## config.mk

```make
export PLATFORM = sky130hd
export DESIGN_NAME = alog_lod_unit
export DESIGN_NICKNAME = d
export VERILOG_FILES = /design/src/rtl/alog_pkg.sv /design/src/rtl/alog_lod_exact.sv /design/src/rtl/alog_lod_coarse.sv /design/src/rtl/alog_frac_align.sv /design/src/rtl/alog_lod_unit.sv
export SDC_FILE = /design/constraint.sdc
export NUM_CORES = 1
export LEC_CHECK = 0
export BUFFER_PORTS_ARGS = -buffer_cell sky130_fd_sc_hd__buf_2
export CAP_MARGIN = 15
export CORE_UTILIZATION = 25
export DETAILED_ROUTE_END_ITERATION = 6
export PLACE_DENSITY = 0.39
export SETUP_SLACK_MARGIN = 0.3
export SKIP_CTS_REPAIR_TIMING = 1
export SYNTH_ARGS = -nofsm -noshare
export SYNTH_HDL_FRONTEND = slang
export SYNTH_SLANG_ARGS = --single-unit
export TNS_END_PERCENT = 20
```

## constraint.sdc

```tcl
create_clock -name clk -period 7.2 [get_ports clk]
set_clock_uncertainty 0.2 [all_clocks]
set_input_delay 1.44 -clock clk [delete_from_list [all_inputs] [get_ports clk]]
set_output_delay 1.44 -clock clk [all_outputs]
set_load 0.005 [all_outputs]
```

## src/rtl/alog_pkg.sv

```systemverilog
package alog_pkg;
  // How positions inside the low region are estimated
  typedef enum logic {
    MODE_FIXED = 1'b0,
    MODE_FIELD = 1'b1
  } mode_e;
endpackage

```

## src/rtl/alog_lod_exact.sv

```systemverilog
// Exact priority search over the upper part of the operand.
module alog_lod_exact #(
  parameter int WIDTH = 24,
  parameter int IDXW  = 5
) (
  input  logic [WIDTH-1:0] vec,
  output logic             found,
  output logic [IDXW-1:0]  idx
);
  always_comb begin
    found = |vec;
    idx   = '0;
    for (int i = 0; i < WIDTH; i++) begin
      if (vec[i]) idx = IDXW'(i);
    end
  end

  always_comb begin
    if (found) begin
      p_found_bit_r2: assert (vec[idx]);
    end
  end
endmodule

```

## src/rtl/alog_lod_coarse.sv

```systemverilog
// Position estimate for a leading one inside the low D bits.
module alog_lod_coarse #(
  parameter int             D      = 8,
  parameter int             NFIELD = 2,
  parameter alog_pkg::mode_e MODE  = alog_pkg::MODE_FIELD,
  parameter int             PW     = 5
) (
  input  logic [D-1:0]  low,
  output logic [PW-1:0] est
);
  localparam int G = D / NFIELD;

  generate
    if (MODE == alog_pkg::MODE_FIXED) begin : g_fixed
      logic unused_low;
      assign unused_low = ^low;
      assign est = PW'(D / 2);
    end else begin : g_field
      logic [NFIELD-1:0] field_any;
      for (genvar k = 0; k < NFIELD; k++) begin : g_any
        assign field_any[k] = |low[k*G +: G];
      end
      always_comb begin
        est = '0;
        for (int k = 0; k < NFIELD; k++) begin
          if (field_any[k]) est = PW'(k * G + G / 2);
        end
      end
    end
  endgenerate

  always_comb begin
    p_est_range_r5: assert (est < PW'(D));
  end
endmodule

```

## src/rtl/alog_frac_align.sv

```systemverilog
// Left-justifies the bits below position pos into an F-bit fraction (F <= WIDTH).
module alog_frac_align #(
  parameter int WIDTH = 32,
  parameter int F     = 16,
  parameter int PW    = 5
) (
  input  logic [WIDTH-1:0] val,
  input  logic [PW-1:0]    pos,
  output logic [F-1:0]     frac
);
  localparam int SW = $clog2(WIDTH) + 1;

  logic [SW-1:0]    sh;
  logic [WIDTH-1:0] shifted;

  assign sh      = SW'(WIDTH) - SW'(pos);
  assign shifted = val << sh;
  assign frac    = shifted[WIDTH-1 -: F];
endmodule

```

## src/rtl/alog_lod_unit.sv

```systemverilog
module alog_lod_unit #(
  parameter int              W      = 32,
  parameter int              D      = 8,
  parameter int              NFIELD = 2,
  parameter int              F      = 16,
  parameter alog_pkg::mode_e MODE   = alog_pkg::MODE_FIELD,
  localparam int             IW     = $clog2(W)
) (
  input  logic          clk,
  input  logic          rst,
  input  logic          in_valid,
  input  logic [W-1:0]  in_data,
  input  logic          in_scale,
  output logic          out_valid,
  output logic          out_zero,
  output logic [IW-1:0] out_int,
  output logic [F-1:0]  out_frac
);
  localparam int HW = W - D;

  logic          upper_zero, nonzero, do_scale;
  logic [W-1:0]  det;
  logic          hi_found;
  logic [IW-1:0] hi_idx, lo_est, pos, int_c;
  logic [F-1:0]  frac_c;

  assign upper_zero = ~|in_data[W-1:D];
  assign nonzero    = |in_data;
  assign do_scale   = in_scale & upper_zero & nonzero;
  assign det        = do_scale ? (in_data << D) : in_data;

  alog_lod_exact #(.WIDTH(HW), .IDXW(IW)) u_hi (
    .vec  (det[W-1:D]),
    .found(hi_found),
    .idx  (hi_idx)
  );

  alog_lod_coarse #(.D(D), .NFIELD(NFIELD), .MODE(MODE), .PW(IW)) u_lo (
    .low(det[D-1:0]),
    .est(lo_est)
  );

  assign pos   = hi_found ? (hi_idx + IW'(D)) : lo_est;
  assign int_c = do_scale ? (pos - IW'(D)) : pos;

  alog_frac_align #(.WIDTH(W), .F(F), .PW(IW)) u_fr (
    .val (det),
    .pos (pos),
    .frac(frac_c)
  );

  always_ff @(posedge clk) begin
    if (rst) begin
      out_valid <= 1'b0;
      out_zero  <= 1'b0;
      out_int   <= '0;
      out_frac  <= '0;
    end else begin
      out_valid <= in_valid;
      if (in_valid) begin
        out_zero <= ~nonzero;
        out_int  <= nonzero ? int_c : '0;
        out_frac <= nonzero ? frac_c : '0;
      end
    end
  end

  p_valid_follow_r1: assert property (@(posedge clk) disable iff (rst)
    in_valid |=> out_valid);
  p_valid_idle_r1: assert property (@(posedge clk) disable iff (rst)
    !in_valid |=> !out_valid);
  p_upper_exact_r2: assert property (@(posedge clk) disable iff (rst)
    (in_valid && |in_data[W-1:D]) |=> (out_int >= IW'(D)) && !out_zero);
  p_scaled_small_r7: assert property (@(posedge clk) disable iff (rst)
    (in_valid && in_scale && nonzero && upper_zero) |=> (out_int < IW'(D)));
  p_zero_clear_r9: assert property (@(posedge clk) disable iff (rst)
    (out_valid && out_zero) |-> (out_int == '0) && (out_frac == '0));
  p_hold_r10: assert property (@(posedge clk) disable iff (rst)
    !in_valid |=> $stable(out_int) && $stable(out_frac) && $stable(out_zero));
endmodule

```

==> impl_metrics.toml <==
[power]
powerDensity_mw_per_mm2 = 135.6
leakage_nw = 1.524
power.ir.vdd_worst_mv = 0.06937

[drt]
wl_per_cell_um = 22.20
drtIter0Drc = 300
wirelength_um = 14920
drt_first_pass_iters = 5
vias_per_cell = 5.975
drc_errors = 0
final_antenna_net_count = 0
vias = 4015

[grt]
grt_pass1_vias = 3838
grt_max_degree = 23
antenna_found_initial = 0
grt_overflow = 0
grt.total_usage_pct = 21.19
grt_pass1_wl_um = 23540

[timing]
setup-tns-final_ns = 0
setup_viol = 0
rsz0062_at_grt = "false"
period_needed_ns = 6.526
slew_headroom_pct = 41.52
fmax_mhz = 153.2
hold_viol = 0
worstMarginPinSlew_ns = 0.8662
fin_crit_sh_pct = 90.63
drv_slew = 0

[critical_path]
critPathMaxStageDelay_ns = 0.60
r2r-start = "out_frac[7]"
path_cells = "buf_2 > or4_4 > nor4_4 > a41oi_2 > o21ai_2 > nand3_4 > nand2_8 > inv_6 > ha_1 > or3_1 > o211ai_4 > buf_4 > o21ai_0 > mux4_2 > nand2_1 > o2111ai_1 > a21oi_1"
worstPathArrival_ns = 6.51
cp-start-kind = "input port"
endpoint_kind = "register"
worstPathMaxFanout = 21
worstPathRequired_ns = 7.19
critPathLaunch = "in_data[24]"
cp_slowest_cell = "or4_4"
path_class = "in2reg"

[job]
maxCapViolCount = 0

[cts]
cts_tree = "done"
cts_made_buffers = 3
clkSinkCount = 23
path_clk_slew_ns = 0.06
clk_latency_ns = 0.26
clockRootBuffer = "clkbuf_16"
clockBufferDepth = 2
htreeDepth = 1

[synthesis]
synth.top_cells.by_count = "nor2_1, o21ai_0, nand2_1"
ys_seq_area_share_pct = 13.25
ys_seq_elements = 23
yosysUniqueCellTypes = 80
yosys.area.top_type = "dfxtp_1"
synth_edf_count = 0
synth_nets = 483
synth-main-ff-cell = "dfxtp_1"
synth_cells = 445
async_reset_ff_share_pct = 0
synth.avg_cell_area_um2 = 7.808
yosys_warnings = 0
netlist_area_mm2 = 0.003475
synth_area_leaders = "dfxtp_1, mux4_2, o21ai_0, mux2i_1, a21oi_1"
synth_top_area_share_pct = 13.25

[die]
die_area_mm2 = 0.01437
core_area_mm2 = 0.01340
row_count = 42
io_pins = 59
die_w_um = 119.9
fp.dieH_um = 119.9
start_util_pct = 25.93

[outcome]
status = "completed"

[cells_and_area]
syn_to_final_growth_pct = 17.32
nets = 535
num-fill-cells = 1459
n_antenna_cell = 0
final_cell_area_mm2 = 0.004076
layout-drive-gt1-share_pct = 26.61

[min_path]
hold_class = "reg2reg"
min_from = "out_frac[12]"

[placement]
dp.final_hpwl_um = 12040
place_congestion = 0.9127
placed_area_mm2 = 0.003998
port_buffers = 58
==> where the power goes <==
part / total, mW / switching (mW) / internal [mW]
Clock: 0.121 / 0.0452 / 0.0756
Sequential: 0.146 / 0.00598 / 0.140
Combinational: 0.286 / 0.171 / 0.116
==> logic make-up (layout without fill, tap and decap cells) <==
family,after synthesis,in the layout,synth area share (%)
AO/OA/AOI/OAI,167,167,34.57
AND/OR/NAND/NOR,160,160,25.17
flip-flops,23,23,13.25
buffers and inverters,46,97,6.194
adder cells (fa/ha/maj),2,2,0.7201
multiplexers,42,42,18.83
XOR/XNOR,5,5,1.261
==> layer usage <==
metal  vias up  global-route usage, %  share of wire (%)
met3        19                  1.568                5.4
met2       172                  33.78                 46
met5         -                      0                  0
li1       1884                      -                  -
met4         0                  5.703                2.0
met1      1940                  30.55                 47
==> critical path, delay by kind of cell <==
kind,cells,cell delay (ns)
AOI/OAI and AO/OA,6,1.66
adders and majority gates,1,0.25
buffers and inverters,3,0.50
muxes,1,0.53
and+or+nand+nor,6,2.11
==> final cells by class <==
cell class	instances	area, µm²	area share (%)
well taps	176	220.2	5.402
repair buffers	80	455.4	11.17
clock buffers	4	78.83	1.934
multi-input cells	376	2808	68.88
inverters	13	53.80	1.320
flip-flops and latches	23	460.4	11.30
==> final timing paths <==
check | end | slack, ns | cells after the start
max | out_frac[6] | 0.67 | 17
min | out_frac[12] | 0.26 | 2
max reg2reg | out_frac[7] | 5.93 | 4
min reg2reg | out_frac[12] | 0.26 | 2
==> cell usage in the layout, fill, tap and decap left out, types with 5 or more instances in the layout <==
| master | n |
|---|---|
| dfxtp_1 | 23 |
| nor3_1 | 17 |
| o31ai_1 | 6 |
| a21oi_1 | 29 |
| buf_4 | 22 |
| o21ai_0 | 37 |
| or4_1 | 5 |
| nand2_1 | 36 |
| a211oi_1 | 11 |
| mux2i_1 | 17 |
| inv_1 | 12 |
| and2_1 | 5 |
| mux4_2 | 18 |
| nor2_1 | 37 |
| buf_2 | 58 |
| o211ai_1 | 8 |
| nand3_1 | 17 |
| and3_1 | 9 |
| nor4_1 | 6 |
| a31oi_1 | 11 |
| mux2_2 | 7 |
==> metrics by stage <==
| step | hold slack [ns] | setup WS (ns) | util [%] | std cells | power [mW] |
|---|---|---|---|---|---|
| final | 0.2601 | 0.6743 | 30.42 | 672 | 0.5528 |
| after global routing | 0.2923 | 0.3107 | 30.42 | 672 | 0.5877 |
| after CTS | 0.2686 | 0.6893 | 30.42 | 672 | 0.5568 |
| after detailed placement | 0.2544 | 0.4283 | 29.83 | 668 | 0.4326 |
| after global placement | 0.2489 | 0.4762 | 29.83 | 668 | 0.4349 |
| after floorplan | 0.2487 | 0.8663 | - | 445 | 0.3286 |
==> state kept, by name (all words and copies together) (netlist names) <==
signal and flops:
out_frac 16, out_zero 1, out_valid 1, out_int 5
Note: power is estimated with default switching activity, not from simulation.
